## src/rtl/wilk_ramp_adc.sv

```systemverilog
module wilk_ramp_adc #(
  parameter int NCELL = 8,
  parameter int CW    = 12
) (
  input  logic                     clk,
  input  logic                     rst_n,
  input  logic                     start,
  input  logic [NCELL-1:0]         cmp_in,
  output logic [CW-1:0]            ramp_code,
  output logic                     busy,
  output logic                     done,
  output logic                     out_valid,
  output logic [$clog2(NCELL)-1:0] out_cell,
  output logic [CW-1:0]            out_code
);
  localparam int IW = $clog2(NCELL);
  localparam logic [CW-1:0] FULL = {CW{1'b1}};
  localparam logic [IW-1:0] LAST = IW'(NCELL-1);

  typedef enum logic [1:0] {S_IDLE, S_CONV, S_SHIFT} state_t;
  state_t state;

  logic [CW-1:0]    cnt;
  logic [IW-1:0]    idx;
  logic [NCELL-1:0] s1, s2, s3, hit;
  logic [CW-1:0]    lat [NCELL];

  wire [NCELL-1:0] rise = s2 & ~s3;

  assign ramp_code = cnt;
  assign busy      = (state == S_CONV);
  assign out_valid = (state == S_SHIFT);
  assign out_cell  = idx;
  assign out_code  = lat[idx];

  always_ff @(posedge clk) begin
    s1 <= cmp_in;
    s2 <= s1;
    s3 <= s2;
    if (!rst_n) begin
      state <= S_IDLE;
      cnt   <= '0;
      idx   <= '0;
      done  <= 1'b0;
      s1 <= '0; s2 <= '0; s3 <= '0;
    end else begin
      done <= 1'b0;
      case (state)
        S_IDLE: if (start) begin
          state <= S_CONV;
          cnt   <= '0;
        end
        S_CONV: if (cnt == FULL) begin
          state <= S_SHIFT;
          idx   <= '0;
          done  <= 1'b1;
        end else begin
          cnt <= cnt + 1'b1;
        end
        S_SHIFT: begin
          if (idx == LAST) state <= S_IDLE;
          else             idx   <= idx + 1'b1;
        end
        default: state <= S_IDLE;
      endcase
    end
  end

  for (genvar i = 0; i < NCELL; i++) begin : g_cell
    always_ff @(posedge clk) begin
      if (!rst_n) begin
        hit[i] <= 1'b0;
        lat[i] <= FULL;
      end else if (state == S_IDLE && start) begin
        hit[i] <= 1'b0;
        lat[i] <= FULL;
      end else if (state == S_CONV && rise[i] && !hit[i]) begin
        hit[i] <= 1'b1;
        lat[i] <= cnt;
      end
    end

    p_hold_code_r4: assert property (@(posedge clk) disable iff (!rst_n)
      (hit[i] && state != S_IDLE) |=> $stable(lat[i]));
  end

  p_ramp_step_r2: assert property (@(posedge clk) disable iff (!rst_n)
    (busy && ramp_code != FULL) |=> (busy && ramp_code == $past(ramp_code) + 1'b1));

  p_done_pulse_r6: assert property (@(posedge clk) disable iff (!rst_n)
    done |-> (out_valid && out_cell == '0) ##1 !done);

  p_cell_order_r7: assert property (@(posedge clk) disable iff (!rst_n)
    (out_valid && out_cell != LAST) |=> (out_valid && out_cell == $past(out_cell) + 1'b1));

  p_no_restart_r8: assert property (@(posedge clk) disable iff (!rst_n)
    (busy && start) |=> ramp_code != '0);

  p_no_restart_r9: assert property (@(posedge clk) disable iff (!rst_n)
    (out_valid && start) |=> !busy);
endmodule

```

## config.mk

```make
export PLATFORM = sky130hd
export DESIGN_NAME = wilk_ramp_adc
export DESIGN_NICKNAME = d
export VERILOG_FILES = /design/src/rtl/wilk_ramp_adc.sv
export SDC_FILE = /design/constraint.sdc
export NUM_CORES = 1
export LEC_CHECK = 0
export ABC_AREA = 1
export BUFFER_PORTS_ARGS = -buffer_cell sky130_fd_sc_hd__buf_2
export CORE_MARGIN = 8
export CORE_UTILIZATION = 40
export CTS_CLUSTER_DIAMETER = 60
export DETAILED_ROUTE_END_ITERATION = 16
export MAX_ROUTING_LAYER = met4
export SLEW_MARGIN = 20
export SYNTH_ARGS = -nofsm -noshare
export SYNTH_HDL_FRONTEND = slang
export SYNTH_SLANG_ARGS = --single-unit
```

## constraint.sdc

```tcl
create_clock -name clk -period 3.86 [get_ports clk]
set_clock_uncertainty 0.1 [all_clocks]
set_input_delay 0.579 -clock clk [delete_from_list [all_inputs] [get_ports clk]]
set_output_delay 0.579 -clock clk [all_outputs]
set_load 0.03 [all_outputs]
```

==> results of run 1 <==
## layout by cell type (no fill, tap or decap), types with 8 or more instances in the layout
master | synthesis | final
mux2i_1 | 24 | 24
dfxtp_1 | 53 | 52
o22ai_1 | 24 | 24
nand3_1 | 20 | 20
clkbuf_16 | 0 | 17
a21oi_1 | 15 | 15
clkinv_1 | 7 | 11
inv_1 | 49 | 49
edfxtp_1 | 96 | 96
inv_2 | 8 | 8
nor2_1 | 44 | 44
nand2_1 | 223 | 223
buf_2 | 4 | 40
o21ai_0 | 28 | 28
## logic make-up after synthesis
group	Yosys count	share of synthesized area
flip-flops	149	0.621
AND/OR/NAND/NOR	310	0.206
AO/OA/AOI/OAI	70	0.0607
multiplexers	24	0.0378
adder cells (fa/ha/maj)	3	0.00591
buffers and inverters	97	0.0682
## state kept, by name (all words and copies together), names as in the netlist, named ones only
signal / cells
done: 1
hit: 8
lat: 96
out_cell: 3
ramp_code: 12
s1: 8
s2: 8
s3: 8
state: 2
## synthesized netlist by cell type (2+ instances only)
library cell / n
o22ai_1: 24
inv_2: 8
mux2i_1: 24
nand4_1: 2
nand2_4: 2
buf_4: 10
inv_1: 49
dfxtp_1: 53
nand2_1: 223
nor2_4: 3
edfxtp_1: 96
buf_6: 3
nor3_1: 2
o21ai_0: 28
nand2_2: 2
nor4_2: 6
clkinv_1: 7
a21oi_1: 15
buf_2: 4
ha_1: 3
nor2_2: 2
nand3_1: 20
nor2_1: 44
or2_2: 2
buf_1: 3
clkbuf_1: 12
## tightest hold or removal path, cell delays in order
cell and delay (ns):
buf_2 0.07, nand2_1 0.04, inv_1 0.04
## worst max path at each step
stage              from     endpoint  slack [ns]
5_1_grt        register  out_code[5]        0.96
6_report       register  out_code[1]        1.12
3_5_place_dp      start    lat[5][5]        1.45
3_3_place_gp      start    lat[5][5]        1.47
4_1_cts        register  out_code[3]        1.10
2_1_floorplan  register  out_code[5]        1.91
## power breakdown
part	switching, W	internal (W)	total [W]
logic	0.000374	0.000125	0.000499
clock network	0.000640	0.00101	0.00165
registers	0.0000234	0.00175	0.00177
## cell type report
cell class | instances | share of cell area
well taps | 216 | 0.0373
flip-flops and latches | 149 | 0.544
clock buffers | 18 | 0.0592
multi-input cells | 407 | 0.272
clock inverters | 14 | 0.0217
repair buffers | 45 | 0.0328
inverters | 64 | 0.0331
## through the flow
step	cell area, um2	util	hold WS [ns]
global placement	6670	0.424	0.292
floorplan	6350	-	0.290
CTS	7250	0.462	0.221
global route	7250	0.462	0.225
finish	7250	0.462	0.238
detailed placement	6670	0.424	0.295
## layer usage
layer | vias up | global-route usage | wire length, um
met4 | 0 | 0.0718 | 410
met5 | - | - | 0
met2 | 159 | 0.249 | 7100
met3 | 24 | 0.0416 | 832
met1 | 2109 | 0.191 | 6400
li1 | 2220 | - | -
==> flow_summary_export.csv, run 1 <==
group,metric,value,unit
clock_tree,clkSinkCount,149,
global_routing,grt_max_degree,49,
sta,finalCriticalPeriod,2.74,ns
synthesis,syn-num-nets,667,
clock_tree,ctsHoldBuffers,0,
detailed_routing,drt-total-wl,14700,um
clock_tree,clock_path_buffers,2,
place,dpl.hpwl,9620,um
global_routing,first_global_vias,4506,
sta,tightest_slew,0.787,ns
sta,setup_slack,1.12,ns
clock_tree,cts-resized-gates,0,
setup_path,r2r_cells,6,
cells_and_area,multi_input_area,0.00197,mm2
place,dp_slack,1.45,ns
setup_path,crit_arrival,2.07,ns
floorplan,start_util,0.404,
floorplan,die_width,142,um
power_and_ir_drop,powerDensity,540,mW/mm2
global_routing,grt_overflow,0,
flow_run,maxCapViolations,0,
setup_path,crit_cells,6,
setup_path,end_kind,"output pin",
place,portBuffers,40,
setup_path,cp-start-kind,"register",
setup_path,r2r_end,"lat[6][3]",
synthesis,yosysTopAreaCellShare,0.454,
synthesis,synth_edf_count,96,
synthesis,synth_cell_type_count,32,
power_and_ir_drop,max-vdd-ir-drop,0.000320,V
detailed_routing,wire_per_inst,16.1,um
hold_path,min_path_type,"input pin to register",
synthesis,synth.area.top_cells,"edfxtp_1 (45%), dfxtp_1 (17%), nand2_1 (13%)",
setup_path,required,3.18,ns
setup_path,cp_slowest_stage_delay,0.51,ns
clock_tree,root_buffer,"clkbuf_16",
sta,finalCritPeriodShare,0.711,
power_and_ir_drop,cellLeakagePower,2.56,nW
synthesis,yosysSeqAreaShare,0.621,
setup_path,cpMostUsedCell,"nand2_1",
clock_tree,path_clk_slew,0.06,ns
synthesis,synth_area_per_cell,9.72,um2
power_and_ir_drop,power,0.00392,W
sta,fmax,364,MHz
detailed_routing,firstDrtPassIters,4,
sta,rsz0062_at_grt,"false",
cells_and_area,nFillCells,1501,
setup_path,worstPathCellList,"buf_4 > mux2i_1 > o22ai_1 > nand2_1 > nand2_1 > buf_2",
detailed_routing,dr_total_vias,4512,
sta,setup-tns-final,0,ns
setup_path,reg2reg_slack,1.56,ns
sta,timing.slew.headroom,0.475,
synthesis,async_flop_share,0,
hold_path,worstHoldEndpoint,"s1[1]",
floorplan,rows,46,
hold_path,whs_path_depth,3,
clock_tree,cts_made_buffers,17,
sta,hold_viol,0,
run_status,status,"finished clean",
hold_path,hold_start,"cmp_in[1]",
synthesis,synth-main-ff-cell,"edfxtp_1",
detailed_routing,ant_nets,0,
cells_and_area,seqCellArea,0.00395,mm2
clock_tree,post-cts-setup-buffers,0,
setup_path,r2r_start,"state[0]",
setup_path,critPathTopFamily,"buffers and inverters",
cells_and_area,antenna_cells,0,
clock_tree,htreeDepth,4,
synthesis,yosys.area.top_type,"edfxtp_1",
detailed_routing,vias_per_cell,4.94,
floorplan,dieArea,0.0202,mm2
cells_and_area,post_layout_nonfiller_instances,913,
global_routing,grt_use_total,0.160,
clock_tree,cts_tree,"built",
synthesis,ys_ff_latch,149,
setup_path,cpMaxStageDelayCell,"buf_4",
sta,slew_violations,0,
place,routabilityCongestion,0.820,
setup_path,worstSetupPathType,"register to output pin",
setup_path,path_buf_inv,2,
floorplan,die_y,142,um
cells_and_area,drive_above_1_share,0.142,
floorplan,io-pin-count,41,
place,dp_cells,881,
sta,setup_violations,0,
synthesis,yosysWarnings,0,
cells_and_area,nets,698,
synthesis,netlist_instances,653,
synthesis,synth_area,0.00635,mm2
global_routing,antenna_found_initial,0,
floorplan,core_area,0.0157,mm2
detailed_routing,remaining_drc_errors,0,
setup_path,path_max_fanout,48,
cells_and_area,area_delta_synth_final,14.2,%
detailed_routing,first_iter_violations,355,
clock_tree,insertion_delay,0.42,ns
global_routing,grt_pass1_wl,23700,um
Note: power is estimated with default switching activity, not from simulation.
==> inputs of run 2 (changes only) <==
--- a/config.mk
+++ b/config.mk
@@ -5,7 +5,7 @@
 export SDC_FILE = /design/constraint.sdc
 export NUM_CORES = 1
 export LEC_CHECK = 0
-export ABC_AREA = 1
+export ABC_AREA = 0
 export BUFFER_PORTS_ARGS = -buffer_cell sky130_fd_sc_hd__buf_2
 export CORE_MARGIN = 8
 export CORE_UTILIZATION = 40
==> constraint.sdc (replaced) <==
create_clock -name clk -period 2.5 [get_ports clk]
set_clock_uncertainty 0.1 [all_clocks]
set_input_delay 0.375 -clock clk [delete_from_list [all_inputs] [get_ports clk]]
set_output_delay 0.375 -clock clk [all_outputs]
set_load 0.03 [all_outputs]
==> flow_summary_export.csv, run 2 <==
group,metric,value,unit
synthesis,synth-main-ff-cell,"edfxtp_1",
clock_tree,htreeDepth,4,
clock_tree,root_buffer,"clkbuf_16",
synthesis,synth_edf_count,96,
clock_tree,clock_path_buffers,2,
clock_tree,cts_made_buffers,17,
sta,finalCriticalPeriod,2.46,ns
floorplan,start_util,0.404,
setup_path,cpMaxStageDelayCell,"mux4_2",
cells_and_area,antenna_cells,0,
detailed_routing,first_iter_violations,308,
synthesis,yosysTopAreaCellShare,0.455,
global_routing,grt_use_total,0.165,
sta,rsz0062_at_grt,"true",
setup_path,reg2reg_slack,0.36,ns
setup_path,worstSetupPathType,"register to output pin",
setup_path,cp-start-kind,"register",
floorplan,io-pin-count,41,
global_routing,grt_overflow,0,
place,dp_cells,723,
cells_and_area,stdcell_area,0.00752,mm2
synthesis,synth_cell_type_count,43,
clock_tree,post-cts-setup-buffers,0,
clock_tree,path_clk_slew,0.06,ns
place,routabilityCongestion,0.806,
cells_and_area,final_util,0.480,
power_and_ir_drop,cellLeakagePower,2.24,nW
detailed_routing,remaining_drc_errors,0,
floorplan,dieArea,0.0201,mm2
clock_tree,cts_tree,"built",
detailed_routing,wire_per_inst,20.2,um
sta,finalCritPeriodShare,0.985,
cells_and_area,nFillCells,1394,
cells_and_area,largest_register_ffs,96,
sta,hold_viol,0,
cells_and_area,multi_input_area,0.00221,mm2
detailed_routing,dr_total_vias,4079,
sta,timing.slew.headroom,0.493,
synthesis,async_flop_share,0,
clock_tree,ctsHoldBuffers,0,
hold_path,min_path_type,"input pin to register",
setup_path,r2r_end,"ramp_code[7]",
global_routing,grt_pass1_wl,23900,um
synthesis,synth_common_cells,"edfxtp_1 (96), or3_1 (96), dfxtp_1 (53)",
run_status,status,"finished clean",
synthesis,synth.area.top_cells,"edfxtp_1 (46%), dfxtp_1 (17%), or3_1 (9.5%)",
synthesis,synth_area,0.00633,mm2
cells_and_area,final_cell_mix,"or3_1 (96), edfxtp_1 (96), dfxtp_1 (52), buf_2 (33), and2_1 (30)",
synthesis,yosys.area.top_type,"edfxtp_1",
power_and_ir_drop,power,0.00529,W
power_and_ir_drop,max-vdd-ir-drop,0.000432,V
synthesis,syn-num-nets,504,
place,portBuffers,40,
clock_tree,clkSinkCount,149,
synthesis,synth_area_per_cell,12.9,um2
floorplan,rows,46,
cells_and_area,post_layout_nonfiller_instances,758,
cells_and_area,area_delta_synth_final,18.7,%
synthesis,yosysWarnings,0,
global_routing,antenna_found_initial,0,
synthesis,yosysSeqAreaShare,0.623,
clock_tree,insertion_delay,0.42,ns
synthesis,netlist_instances,490,
sta,setup_violations,0,
sta,tightest_slew,0.761,ns
global_routing,grt_max_degree,105,
place,dpl.hpwl,9240,um
setup_path,crit_arrival,1.99,ns
power_and_ir_drop,powerDensity,703,mW/mm2
sta,fmax,406,MHz
detailed_routing,drt-total-wl,15300,um
cells_and_area,regMostFlops,"lat",
detailed_routing,firstDrtPassIters,4,
setup_path,end_kind,"output pin",
detailed_routing,vias_per_cell,5.38,
cells_and_area,seqCellArea,0.00395,mm2
cells_and_area,nets,543,
floorplan,core_area,0.0157,mm2
place,post_dp_cell_area,0.00681,mm2
hold_path,hold_start,"cmp_in[2]",
setup_path,required,2.03,ns
floorplan,die_width,142,um
setup_path,cp_slowest_stage_delay,0.48,ns
sta,slew_violations,0,
setup_path,r2r_start,"ramp_code[4]",
setup_path,worstPathCellList,"clkbuf_16 > mux4_2 > mux2_2 > buf_2",
synthesis,ys_ff_latch,149,
setup_path,r2r_cells,4,
hold_path,worstHoldEndpoint,"s1[2]",
global_routing,first_global_vias,4194,
flow_run,maxCapViolations,0,
hold_path,whs_path_depth,2,
setup_path,path_max_fanout,6,
sta,setup-tns-final,0,ns
detailed_routing,ant_nets,0,
cells_and_area,drive_above_1_share,0.258,
floorplan,die_y,142,um
run 2: cell types whose count changed after synthesis, sizes merged, moves of 24 or more:
cell and change:
nand2 -199, nor2 -35, mux4 +24, and2 +30
clkbuf +27, inv -54, or3 +96
run 2: cell type report:
| type | instances | area share |
|---|---|---|
| sequential | 149 | 0.525 |
| multi-input combinational | 291 | 0.295 |
| timing repair buffer | 67 | 0.0674 |
| clock buffer | 21 | 0.0641 |
| tap | 216 | 0.0360 |
| clock inverter | 11 | 0.0113 |
| inverter | 3 | 0.00150 |
run 2: worst max-delay path by stage:
stage,start,end,slack [ns],cells past startpoint
after floorplan,state[0],lat[0][0],0.27,4
after global placement,register,out_code[2],0.42,4
after detailed placement,register,out_code[2],0.41,4
after CTS,register,out_code[2],-0.003,4
after global routing,register,out_code[11],-0.01,4
final,register,out_code[9],0.04,4
run 2: kinds of logic after synthesis:
kind of cell	count (synthesis)	share of synthesized area
compound gates	50	0.0478
buf+inv	50	0.0314
simple gates	200	0.182
mux	38	0.110
fa+ha+maj	3	0.00593
flops	149	0.623
run 2: per-stage QoR:
step	setup WS, ns	hold WS [ns]
global route	-0.0147	0.0515
floorplan	0.274	0.312
finish	0.0383	0.0584
global placement	0.422	0.315
CTS	-0.00286	0.0364
detailed placement	0.406	0.317
run 2: report_power, final:
group | total, W | leakage (nW) | switching (W) | internal (W)
Combinational | 0.000219 | 0.820 | 0.000161 | 0.0000571
Sequential | 0.00266 | 1.14 | 0.00000993 | 0.00265
Clock | 0.00241 | 0.285 | 0.00102 | 0.00140
Total | 0.00529 | 2.24 | 0.00119 | 0.00410
run 2: timing repair:
item                                   CTS  global route
endpoints found under the hold margin    0             0
cloned                                   1             2
gates resized for setup                  5            21
setup endpoints to repair               12             8
run 2: metal layers:
metal,share of wire,GRT usage,vias up
met5,0,-,-
met4,0.015,0.0627,0
met3,0.059,0.0366,19
met2,0.46,0.245,134
met1,0.46,0.217,2016
li1,-,-,1910
run 2: critical path: cells and delay by family, from the launching register on:
family                 cells  cell delay (ns)
buffers and inverters      2             0.37
DFF                        1             0.43
muxes                      2             0.75
==> inputs of run 3 (changes only) <==
--- a/config.mk
+++ b/config.mk
@@ -6,13 +6,14 @@
 export NUM_CORES = 1
 export LEC_CHECK = 0
 export ABC_AREA = 0
-export BUFFER_PORTS_ARGS = -buffer_cell sky130_fd_sc_hd__buf_2
 export CORE_MARGIN = 8
 export CORE_UTILIZATION = 40
+export CTS_BUF_LIST = sky130_fd_sc_hd__clkbuf_2 sky130_fd_sc_hd__clkbuf_4 sky130_fd_sc_hd__clkbuf_8
 export CTS_CLUSTER_DIAMETER = 60
 export DETAILED_ROUTE_END_ITERATION = 16
+export DONT_BUFFER_PORTS = 1
 export MAX_ROUTING_LAYER = met4
-export SLEW_MARGIN = 20
+export SLEW_MARGIN = 15
 export SYNTH_ARGS = -nofsm -noshare
 export SYNTH_HDL_FRONTEND = slang
 export SYNTH_SLANG_ARGS = --single-unit
==> flow_summary_export.csv, run 3 (same netlist as run 2, synthesis figures left out) <==
group,metric,value,unit
setup_path,worstPathCellList,"buf_12 > mux4_2 > mux2_4",
sta,fmax,418,MHz
setup_path,critPathTopFamily,"multiplexers",
cells_and_area,seqCellArea,0.00395,mm2
sta,rsz0062_at_grt,"false",
detailed_routing,firstDrtPassIters,5,
sta,fin_hold_ws,0.0976,ns
cells_and_area,antenna_cells,0,
detailed_routing,wire_per_inst,20.6,um
place,dpl.hpwl,9050,um
sta,setup_violations,0,
detailed_routing,first_iter_violations,422,
power_and_ir_drop,p_int,0.00362,W
cells_and_area,nFillCells,1429,
place,routabilityCongestion,0.798,
sta,setup-tns-final,0,ns
cells_and_area,regMostFlops,"lat",
detailed_routing,vias_per_cell,5.46,
global_routing,grt_pass1_wl,23000,um
hold_path,min_path_type,"input pin to register",
detailed_routing,ant_nets,0,
clock_tree,path_clk_slew,0.08,ns
floorplan,core_area,0.0157,mm2
clock_tree,clock_path_buffers,2,
clock_tree,htreeDepth,4,
setup_path,path_max_fanout,6,
setup_path,path_buf_inv,1,
sta,finalCriticalPeriod,2.39,ns
place,portBuffers,0,
cells_and_area,largest_register_ffs,96,
detailed_routing,remaining_drc_errors,0,
floorplan,die_width,142,um
cells_and_area,final_cell_mix,"or3_1 (96), edfxtp_1 (96), dfxtp_1 (52), and2_1 (30), o21ai_0 (28)",
setup_path,end_kind,"output pin",
detailed_routing,dr_total_vias,3985,
floorplan,dieArea,0.0201,mm2
setup_path,required,2.03,ns
cells_and_area,drive_above_1_share,0.204,
power_and_ir_drop,comb_power_share,0.046,
clock_tree,clkSinkCount,149,
clock_tree,insertion_delay,0.45,ns
cells_and_area,nets,515,
global_routing,grt_max_degree,106,
run_status,status,"finished clean",
floorplan,rows,46,
cells_and_area,multi_input_area,0.00224,mm2
global_routing,grt_overflow,0,
clock_tree,cts_made_buffers,17,
setup_path,cp-start-kind,"register",
setup_path,crit_arrival,1.92,ns
power_and_ir_drop,power,0.00474,W
hold_path,hold_start,"rst_n",
detailed_routing,drt-total-wl,15000,um
sta,slew_violations,0,
sta,hold_viol,0,
clock_tree,cts_tree,"built",
floorplan,start_util,0.404,
cells_and_area,area_delta_synth_final,14.5,%
power_and_ir_drop,switchingPower,0.00113,W
setup_path,r2r_start,"ramp_code[4]",
floorplan,die_y,142,um
global_routing,grt_use_total,0.160,
power_and_ir_drop,powerDensity,654,mW/mm2
setup_path,cpMaxStageDelayCell,"mux4_2",
setup_path,worstSetupPathType,"register to output pin",
power_and_ir_drop,max-vdd-ir-drop,0.000375,V
floorplan,io-pin-count,41,
global_routing,antenna_found_initial,0,
sta,finalCritPeriodShare,0.957,
setup_path,cp_slowest_stage_delay,0.53,ns
sta,tightest_slew,0.926,ns
power_and_ir_drop,seq_power_share,0.559,
flow_run,maxCapViolations,0,
global_routing,first_global_vias,3869,
clock_tree,root_buffer,"clkbuf_8",
sta,timing.slew.headroom,0.382,
clock_tree,post-cts-setup-buffers,0,
power_and_ir_drop,clkPwrFrac,0.395,
power_and_ir_drop,power_switching_share,0.237,
power_and_ir_drop,cellLeakagePower,2.07,nW
run 3: through the flow:
step | util | cells | setup slack (ns) | instance area (um2)
2_1_floorplan | - | 490 | 0.274 | 6330
3_3_place_gp | 0.425 | 687 | 0.470 | 6650
3_5_place_dp | 0.425 | 687 | 0.464 | 6650
4_1_cts | 0.461 | 729 | 0.0181 | 7220
5_1_grt | 0.463 | 730 | 0.0291 | 7250
6_report | 0.463 | 730 | 0.107 | 7250
run 3: power groups by stage:
stage,clock network [W],registers [W],logic [W]
5_1_grt,0.00201,0.00266,0.000237
3_3_place_gp,0,0.00271,0.000195
4_1_cts,0.00191,0.00265,0.000220
6_report,0.00187,0.00265,0.000218
2_1_floorplan,0,0.00271,0.000120
3_5_place_dp,0,0.00271,0.000198
run 3: cell type report:
type | count | share of cell area
clock buffers | 17 | 0.0323
clock inverters | 15 | 0.0226
inverters | 3 | 0.00155
multi-input cells | 291 | 0.308
flip-flops and latches | 149 | 0.544
well taps | 216 | 0.0373
repair buffers | 39 | 0.0535
run 3: final timing paths:
| check | endpoint | slack [ns] | cells after the start |
|---|---|---|---|
| max | out_code[3] | 0.11 | 3 |
| min | ramp_code[9] | 0.1 | 2 |
| max reg2reg | ramp_code[9] | 0.41 | 4 |
| min reg2reg | s2[1] | 0.34 | 1 |
run 3: routing by layer:
metal | routed length [um] | share of wire | GRT usage
met1 | 6820 | 0.45 | 0.208
met2 | 6890 | 0.46 | 0.235
met3 | 1070 | 0.071 | 0.0457
met4 | 247 | 0.016 | 0.0582
met5 | 0 | 0 | -
run 3: what timing repair did:
action                     4_1_cts  5_1_grt
setup endpoints to repair        7        3
hold endpoints to repair        44        0
resized for setup               13        2
cloned                           1        1
hold buffers                     9        0
